File: src/rtl/eopq_pkg.sv
package eopq_pkg;

    localparam int STAT_W       = 8;
    localparam int STAT_END_BIT = 7;
    localparam int STAT_IRQ_BIT = 4;

    // Handshake lines after synchronisation, active high
    typedef struct packed {
        logic eop;
        logic dack;
        logic rd;
        logic wr;
    } hs_t;

    typedef struct packed {
        logic end_dma;
        logic irq;
    } flags_t;

    function automatic logic [STAT_W-1:0] pack_status(flags_t f);
        logic [STAT_W-1:0] s;
        s = '0;
        s[STAT_END_BIT] = f.end_dma;
        s[STAT_IRQ_BIT] = f.irq;
        return s;
    endfunction

endpackage

File: src/rtl/eopq_sync.sv
module eopq_sync #(
    parameter int               WIDTH   = 4,
    parameter int               STAGES  = 2,
    parameter logic [WIDTH-1:0] RST_VAL = '1
) (
    input  logic             clk,
    input  logic             rst_n,
    input  logic [WIDTH-1:0] din,
    output logic [WIDTH-1:0] dout
);

    logic [WIDTH-1:0] chain_d [STAGES];
    logic [WIDTH-1:0] chain_q [STAGES];

    for (genvar g = 0; g < STAGES; g++) begin : g_stage
        if (g == 0) begin : g_first
            assign chain_d[g] = din;
        end else begin : g_next
            assign chain_d[g] = chain_q[g-1];
        end
    end

    always_ff @(posedge clk or negedge rst_n) begin
        if (!rst_n) begin
            for (int i = 0; i < STAGES; i++) chain_q[i] <= RST_VAL;
        end else begin
            for (int i = 0; i < STAGES; i++) chain_q[i] <= chain_d[i];
        end
    end

    assign dout = chain_q[STAGES-1];

endmodule

File: src/rtl/eopq_overlap.sv
module eopq_overlap
    import eopq_pkg::*;
#(
    parameter int MIN_CYCLES = 3
) (
    input  logic clk,
    input  logic rst_n,
    input  logic dma_mode,
    input  hs_t  hs,
    output logic hit
);

    localparam int CW = $clog2(MIN_CYCLES + 1);
    localparam logic [CW-1:0] CNT_MAX  = CW'(MIN_CYCLES);
    localparam logic [CW-1:0] CNT_LAST = CW'(MIN_CYCLES - 1);

    typedef struct packed {
        logic [CW-1:0] cnt;
    } st_t;

    st_t  st_d, st_q;
    logic qual;

    always_comb begin
        st_d = st_q;
        qual = dma_mode & hs.eop & hs.dack & (hs.rd | hs.wr);
        hit  = qual && (st_q.cnt == CNT_LAST);
        if (!qual) begin
            st_d.cnt = '0;
        end else if (st_q.cnt != CNT_MAX) begin
            st_d.cnt = st_q.cnt + 1'b1;
        end
    end

    always_ff @(posedge clk or negedge rst_n) begin
        if (!rst_n) st_q <= '0;
        else        st_q <= st_d;
    end


    cnt_restart_chk: assert property (@(posedge clk) disable iff (!rst_n)
        !qual |=> (st_q.cnt == '0));


    single_hit_chk: assert property (@(posedge clk) disable iff (!rst_n)
        hit |=> !hit);


    hit_needs_mode_chk: assert property (@(posedge clk) disable iff (!rst_n)
        hit |-> dma_mode);

endmodule

File: src/rtl/eopq_flags.sv
module eopq_flags
    import eopq_pkg::*;
(
    input  logic   clk,
    input  logic   rst_n,
    input  logic   hit,
    input  logic   dma_mode,
    input  logic   irq_en,
    input  logic   ack,
    output flags_t flags
);

    flags_t fl_d, fl_q;

    always_comb begin
        fl_d = fl_q;
        if (ack || !dma_mode) begin
            fl_d = '0;
        end
        if (hit) begin
            fl_d.end_dma = 1'b1;
            if (irq_en) fl_d.irq = 1'b1;
        end
    end

    always_ff @(posedge clk or negedge rst_n) begin
        if (!rst_n) fl_q <= '0;
        else        fl_q <= fl_d;
    end

    assign flags = fl_q;


    mode_clear_chk: assert property (@(posedge clk) disable iff (!rst_n)
        !dma_mode |=> (!fl_q.end_dma && !fl_q.irq));


    irq_gate_chk: assert property (@(posedge clk) disable iff (!rst_n)
        $rose(fl_q.irq) |-> $past(irq_en));


    sticky_chk: assert property (@(posedge clk) disable iff (!rst_n)
        (fl_q.end_dma && !ack && dma_mode) |=> fl_q.end_dma);


    set_source_chk: assert property (@(posedge clk) disable iff (!rst_n)
        $rose(fl_q.end_dma) |-> $past(hit));

endmodule

File: src/rtl/eopq_top.sv
module eopq_top
    import eopq_pkg::*;
#(
    parameter int MIN_CYCLES  = 3,
    parameter int SYNC_STAGES = 2
) (
    input  logic              clk,
    input  logic              rst_n,
    input  logic              eop_n,
    input  logic              dack_n,
    input  logic              rd_n,
    input  logic              wr_n,
    input  logic              dma_mode,
    input  logic              eop_irq_en,
    input  logic              irq_ack,
    output logic              end_dma,
    output logic              irq,
    output logic [STAT_W-1:0] status
);

    logic [3:0] raw_n, sync_n;
    hs_t        hs;
    logic       hit;
    flags_t     flags;

    assign raw_n = {eop_n, dack_n, rd_n, wr_n};

    eopq_sync #(
        .WIDTH   (4),
        .STAGES  (SYNC_STAGES),
        .RST_VAL (4'hF)
    ) u_sync (
        .clk   (clk),
        .rst_n (rst_n),
        .din   (raw_n),
        .dout  (sync_n)
    );

    assign hs = hs_t'(~sync_n);

    eopq_overlap #(
        .MIN_CYCLES (MIN_CYCLES)
    ) u_overlap (
        .clk      (clk),
        .rst_n    (rst_n),
        .dma_mode (dma_mode),
        .hs       (hs),
        .hit      (hit)
    );

    eopq_flags u_flags (
        .clk      (clk),
        .rst_n    (rst_n),
        .hit      (hit),
        .dma_mode (dma_mode),
        .irq_en   (eop_irq_en),
        .ack      (irq_ack),
        .flags    (flags)
    );

    assign end_dma = flags.end_dma;
    assign irq     = flags.irq;
    assign status  = pack_status(flags);


    status_map_chk: assert property (@(posedge clk) disable iff (!rst_n)
        (status[STAT_END_BIT] == end_dma) && (status[STAT_IRQ_BIT] == irq));


    no_strobe_chk: assert property (@(posedge clk) disable iff (!rst_n)
        (!hs.eop || !hs.dack || (!hs.rd && !hs.wr)) |-> !hit);

endmodule

File: config.mk
export PLATFORM = sky130hd
export DESIGN_NAME = eopq_top
export DESIGN_NICKNAME = d
export VERILOG_FILES = /design/src/rtl/eopq_pkg.sv /design/src/rtl/eopq_sync.sv /design/src/rtl/eopq_overlap.sv /design/src/rtl/eopq_flags.sv /design/src/rtl/eopq_top.sv
export SDC_FILE = /design/constraint.sdc
export NUM_CORES = 1
export LEC_CHECK = 0
export BUFFER_PORTS_ARGS = -buffer_cell sky130_fd_sc_hd__clkbuf_2
export CAP_MARGIN = 10
export CORE_AREA = 2 2 39 41
export DETAILED_ROUTE_END_ITERATION = 7
export DIE_AREA = 0 0 41 43
export GPL_ROUTABILITY_DRIVEN = 0
export GPL_TIMING_DRIVEN = 0
export PLACE_DENSITY = 0.68
export SLEW_MARGIN = 25
export SYNTH_ARGS = -nofsm -noshare
export SYNTH_HDL_FRONTEND = slang
export SYNTH_SLANG_ARGS = --single-unit
File: constraint.sdc
create_clock -name clk -period 1.1 [get_ports clk]
set_input_delay 0.22 -clock clk [delete_from_list [all_inputs] [get_ports clk]]
set_output_delay 0.22 -clock clk [all_outputs]
set_load 0.1 [all_outputs]
Yosys cells after proc, flatten, opt, wreduce, memory -nomap -nowiden
Index checks and enable logic that the tools add are counted.
W data, S select, Z words.
{"block": "totals", "register_bits": 12, "in_bits": 9, "out_inout_bits": 10, "word_cells": 23}
{"block": "classes", "n_addsub": 1, "eq_ne": 3, "muxes": 5, "n_bitwise": 5, "reduce_logical": 4}
{"op": "$mux W2", "n": 4}
{"op": "$ne A2 B2 Y1 const B", "n": 2}
{"op": "$not A4 Y4", "n": 1}
{"op": "$and A1 B1 Y1", "n": 3}
{"op": "$add A2 B1 Y2 const B", "n": 1}
{"op": "$eq A2 B2 Y1 const B", "n": 1}
{"op": "$reduce_bool A2 Y1", "n": 1}
{"op": "$logic_and A1 B1 Y1", "n": 1}
{"op": "$logic_not A1 Y1", "n": 1}
{"op": "$logic_or A1 B1 Y1", "n": 1}
{"op": "$mux W1", "n": 1}
{"op": "$or A1 B1 Y1", "n": 1}

Longest topological paths before layout
Gate-level depths: netlist (run 1).
{"block": "logic_depth", "word_depth": 6, "mapped_depth": 4, "ltp_nobuf": 4}

Hierarchy
A second synthesis (run 1) with hierarchy kept.
{"block": "hier_totals", "hier_cells": 39, "area_unflattened_um2": 501.7}
{"mod": "eopq_sync", "instances": 1, "cells_per_inst": 8, "area_per_inst_um2": 210.2}
{"mod": "eopq_overlap", "instances": 1, "cells_per_inst": 13, "area_per_inst_um2": 132.6}
{"mod": "eopq_flags", "instances": 1, "cells_per_inst": 5, "area_per_inst_um2": 80.1}
{"mod": "eopq_top", "instances": 1, "cells_per_inst": 13, "area_per_inst_um2": 78.8}

Worst setup path after synthesis (run 1)
OpenSTA, ideal clock, no wires.
{"block": "synth_timing", "kind": "register -> output", "from": "register u_flags.fl_q, in the netlist u_flags.flags[0]", "to": "output status[4]", "t_arrival_ns": 1.340, "required_time_ns": 0.880, "slack_ns": -0.460, "stages_incl_launch_ff": 2, "path_buffers": 1, "cell_sequence": "dfrtp_1 > buf_4"}
{"item": "start, declared", "line": "eopq_flags.sv:13", "rtl": "flags_t fl_d, fl_q;"}
{"item": "start signal, assigned", "line": "eopq_flags.sv:28", "rtl": "else fl_q <= fl_d;"}
{"item": "end, declared", "line": "eopq_top.sv:18", "rtl": "output logic [STAT_W-1:0] status"}
No word-level cell between the ends.

Final worst setup path (run 1)
{"block": "layout_timing", "from": "register u_flags.fl_q, in the netlist u_flags.flags[0]", "to": "output status[4]"}
No word-level cell between the ends.

==> impl_metrics.yaml, run 1 <==
logic_synthesis:
  syn_avg_cell_area_um2: 13.4
  synthCells: 37
  synth_flop_cell: "dfstp_2"
  yosys.area.top_type: "dfstp_2"
  yosysUniqueCellTypes: 15
  synthTopCellsByCount: "buf_4, dfstp_2, dfrtp_1"
  netlist_area_um2: 497
  synthTopCellsByArea: "dfstp_2, dfrtp_1, buf_4"
  ys_seq_elements: 12
  ys_warn_count: 0
  synth_top_area_share_pct: 42.3
  yosysSeqAreaShare_pct: 62.5
  synth-edff-count: 0
  ys_async_sr_fraction_pct: 100
critical_path:
  path_cells: "buf_6 -> clkbuf_16"
  path_max_fanout: 3
  arrival_ns: 1.06
  critPathMaxStageDelay_ns: 0.49
  crit_slowest_cell: "dfrtp_4"
  cp_top_family: "flip-flops"
  crit_path_end_kind: "primary output"
  ff2ff_path_depth: 4
  crit_buf_inv: 2
  startpoint: "u_flags.flags[0]"
  worstSetupPathType: "register to primary output"
  r2r-end: "u_overlap.st_q[1]"
  worst_ep_required_time_ns: 0.88
  startpoint_type: "register"
  r2r-start: "u_overlap.st_q[0]"
  r2r_slack_ns: -0.07
timing:
  setup_violations: 5
  fmaxAchievable_mhz: 779
  grt_setup_unrepaired: "yes"
  final-hold-violation-count: 0
  fin_skew_ns: 0.00205
  finalWorstSetupSlack_ns: -0.184
  period_minus_slack_ns: 1.28
  timing.final.crit_share_pct: 117
  drv_slew: 0
worst_hold_path:
  hold_path.class: "primary input to register"
  min-delay-start: "dack_n"
  hold_depth: 1
  hold_path_end: "u_sync.chain_d[2]"
power:
  p_per_area_nw_per_um2: 1320
  ir_drop_mv: 0.831
  p_leak_nw: 0.346
layout:
  diodes: 0
  nets: 72
  drive_gt1_share_pct: 68.3
  synthToLayoutAreaGrowth_pct: 47.1
  final_util_pct: 52.8
placed_design:
  portBuffers: 12
  pre_cts_slack_ns: -0.0676
  dp_hpwl_um: 502
status:
  status: "complete, but fails checks"
  failed_checks: "setup timing"
global_routing:
  grt_max_degree: 13
  antenna_found_initial: 0
  grt_pass1_wl_um: 1040
  grt_pass1_vias: 273
  grt_use_total_pct: 9.59
  overflow: 0
detailed_routing:
  drtIter0Drc: 0
  totalWireLength_um: 668
  drc: 0
  num_vias: 308
  wl_per_cell_um: 8.79
  antenna_left: 0
  dr.pass1.iters: 1
  routed_via_density: 4.05
die:
  core_um2: 1380
  num_rows: 14
  die_y_um: 43
  start_util_pct: 35.9
  die_area_um2: 1760
  die_w_um: 41
  pin_count: 19
clock_tree:
  tritoncts: "done"
  clock_sinks: 12
  clkTransAtPathRegs_ns: 0.07
  cts-root-buf: "clkbuf_4"
  clk_path_buf_depth: 2
  clk_latency_ns: 0.26
  numCtsBuffers: 3
  htreeDepth: 1
run:
  max-cap-violations: 0
cell families (layout without fill, tap and decap cells):
group	Yosys count	after routing	synth area share (%)
XOR/XNOR	1	1	1.76
adder cells (fa/ha/maj)	2	2	5.04
buffers and inverters	10	28	13.6
AND/OR/NAND/NOR	8	8	9.82
AO/OA/AOI/OAI	3	3	6.55
flip-flops	12	12	62.5
other	1	6	0.755
power by group:
| group | total (mW) | internal [mW] | switching, mW |
|---|---|---|---|
| Combinational | 0.152 | 0.0378 | 0.114 |
| Sequential | 0.474 | 0.469 | 0.00472 |
| Clock | 0.337 | 0.201 | 0.136 |
timing repair:
| item | CTS | global route |
|---|---|---|
| hold buffers | 1 | 0 |
| hold endpoints to repair | 4 | 0 |
| resized for setup | 9 | 1 |
| setup buffers | 1 | 0 |
| endpoints found under the setup margin | 5 | 8 |
| pin swaps | 1 | 1 |
| gates cloned | 0 | 0 |
worst max path at each step:
| stage | end | depth (start not counted) |
|---|---|---|
| 6_report | status[4] | 2 |
| 5_1_grt | status[4] | 2 |
| 4_1_cts | status[4] | 2 |
| 3_5_place_dp | u_overlap.st_q[1] | 3 |
| 3_3_place_gp | status[4] | 2 |
| 2_1_floorplan | u_overlap.st_q[1] | 4 |
worst reg2reg max path, stage by stage, from the launching register on:
cell and delay, ns:
dfrtp_1 0.37, inv_1 0.05, ha_1 0.28, or2_4 0.23, a211oi_2 0.17
stage by stage:
step	TNS (ns)	total power, mW	hold slack (ns)	area (um^2)	instances
2_1_floorplan	-0.0173	0.602	-0.0756	541	42
3_3_place_gp	-0.143	0.626	0.109	621	70
3_5_place_dp	-0.178	0.628	0.111	621	70
4_1_cts	-0.768	0.978	0.0213	726	76
5_1_grt	-0.945	1.01	0.00617	731	76
6_report	-0.692	0.962	0.0310	731	76
state kept, by name, indices dropped and copies added, names as in the netlist:
| signal | count |
|---|---|
| u_sync.chain_d | 4 |
| u_sync.dout | 4 |
| u_overlap.st_q | 2 |
| u_flags.flags | 2 |
metal layers:
layer / global-route usage, % / up-vias / part of all wire (%)
met5: 0 / - / 0
met4: 4.00 / 0 / 0
met3: 7.85 / 0 / 11
met2: 15.3 / 17 / 50
met1: 8.14 / 138 / 39
li1: - / 153 / -
placed cells by master (no fill, tap or decap), drive strengths merged, types with 2 or more instances in the layout:
master   n
nand3b   2
buf      9
clkbuf  16
ha       2
dfrtp    4
inv      2
nand2    2
dfstp    8
conb     6
o31ai    2
area by class of cell:
| class | count | area, um^2 |
|---|---|---|
| buffer | 8 | 67.6 |
| clock buffer | 4 | 36.3 |
| fill | 123 | 653 |
| inverter | 2 | 7.51 |
| multi-input combinational | 20 | 153 |
| sequential | 12 | 318 |
| tap | 16 | 20.0 |
| timing repair buffer | 14 | 129 |
Note: power is estimated with default switching activity, not from simulation.
==> run 2, diff against run 1 <==
--- a/config.mk
+++ b/config.mk
@@ -12,7 +12,7 @@
 export DIE_AREA = 0 0 41 43
 export GPL_ROUTABILITY_DRIVEN = 0
 export GPL_TIMING_DRIVEN = 0
-export PLACE_DENSITY = 0.68
+export PLACE_DENSITY = 0.66
 export SLEW_MARGIN = 25
 export SYNTH_ARGS = -nofsm -noshare
 export SYNTH_HDL_FRONTEND = slang
==> constraint.sdc (replaced) <==
create_clock -name clk -period 1.5 [get_ports clk]
set_input_delay 0.3 -clock clk [delete_from_list [all_inputs] [get_ports clk]]
set_output_delay 0.3 -clock clk [all_outputs]
set_load 0.1 [all_outputs]
==> impl_metrics.yaml, run 2 (same netlist as run 1, synthesis figures left out) <==
detailed_routing:
  drtIter0Drc: 2
  drc: 0
  dr.pass1.iters: 3
  num_vias: 293
  routed_via_density: 3.91
  totalWireLength_um: 656
  antenna_left: 0
  wl_per_cell_um: 8.75
placed_design:
  portBuffers: 12
  place_area_um2: 598
  dp_hpwl_um: 511
power:
  p_leak_nw: 0.318
  power.total_mw: 0.654
  ir_drop_mv: 0.548
  p_per_area_nw_per_um2: 1030
timing:
  fmaxAchievable_mhz: 696
  slew_headroom_pct: 64.3
  grt_setup_unrepaired: "no"
  drv_slew: 0
  worst_slew_pin_slew_ns: 0.537
  setup_violations: 0
  fin_skew_ns: 0.00259
  period_minus_slack_ns: 1.44
  final-hold-violation-count: 0
  timing.final.crit_share_pct: 95.8
  fin_setup_tns_ns: 0
layout:
  synthToLayoutAreaGrowth_pct: 27.7
  diodes: 0
  mostFrequentLayoutCell: "clkbuf_2"
  nets: 71
  fin_area_um2: 634
  final_cell_mix: "clkbuf_2, buf_4, dfstp_2"
  drive_gt1_share_pct: 61.0
clock_tree:
  cts-root-buf: "clkbuf_4"
  clk_latency_ns: 0.26
  clkTransAtPathRegs_ns: 0.07
  cts_setup_buffers: 0
  htreeDepth: 1
  numCtsBuffers: 3
  clk_path_buf_depth: 2
  tritoncts: "done"
  clock_sinks: 12
run:
  max-cap-violations: 0
critical_path:
  startpoint_type: "register"
  worst_ep_required_time_ns: 1.20
  crit_path_end_kind: "primary output"
  path_max_fanout: 3
  worstSetupPathType: "register to primary output"
  arrival_ns: 1.14
die:
  pin_count: 19
  core_um2: 1380
  die_w_um: 41
  start_util_pct: 35.9
  die_area_um2: 1760
  die_y_um: 43
  num_rows: 14
global_routing:
  grt_pass1_vias: 298
  grt_max_degree: 13
  overflow: 0
  grt_use_total_pct: 9.22
  grt_pass1_wl_um: 1030
  antenna_found_initial: 0
worst_hold_path:
  hold_path.class: "primary input to register"
status:
  status: "finished, final reports clean"
run 2: changes by cell type in the layout (fill, tap and decap cells not counted), sizes merged:
cell | before | now
buf | 9 | 10
clkbuf | 16 | 14
run 2: what timing repair did:
action	4_1_cts	5_1_grt
hold buffers	1	0
endpoints found under the setup margin	0	2
resized for setup	0	2
endpoints found under the hold margin	4	0
run 2: per-stage QoR:
step / setup WS (ns) / utilization, % / std cells / hold WS, ns
detailed placement: 0.186 / 43.2 / 70 / 0.192
floorplan: 0.154 / - / 42 / 0.00441
global placement: 0.253 / 43.2 / 70 / 0.187
finish: 0.0632 / 45.8 / 75 / 0.109
global route: 0.0165 / 45.8 / 75 / 0.0836
CTS: 0.0103 / 45.8 / 75 / 0.0924
run 2: path summary, 6_finish.rpt:
path                                   start                end  slack [ns]  depth (start not counted)
setup / recovery            u_flags.flags[0]          status[4]        0.06                          2
hold / removal                        dack_n  u_sync.chain_d[2]        0.11                          1
setup reg to reg           u_overlap.st_q[0]  u_overlap.st_q[1]        0.19                          4
hold reg to reg            u_sync.chain_d[1]     u_sync.dout[1]        0.36                          0
max in group asynchronous              rst_n     u_sync.dout[0]        0.77                          2
min in group asynchronous              rst_n  u_overlap.st_q[0]        0.45                          2
run 2: area by class of cell:
cell class                      instances  area (um^2)
Fill cell                             142          749
Sequential cell                        12          313
Multi-Input combinational cell         20          138
Timing Repair Buffer                   13         70.1
Buffer                                  8         60.1
Clock buffer                            4         26.3
Tap cell                               16         20.0
Inverter                                2         7.51
run 2: power by group:
part | total, mW | switching (mW) | internal, mW
clock network | 0.200 | 0.0971 | 0.103
registers | 0.348 | 0.00368 | 0.344
logic | 0.106 | 0.0819 | 0.0240
run 2: metal layers:
layer,GRT usage [%],vias up,part of all wire [%]
met3,4.71,0,11
li1,-,149,-
met4,6.00,0,0
met5,0,-,0
met1,9.97,126,42
met2,13.4,18,47
run 2: worst max-delay path, stage by stage, from the launching register on:
cell and delay (ns):
dfrtp_2 0.37, buf_4 0.10, buf_2 0.41
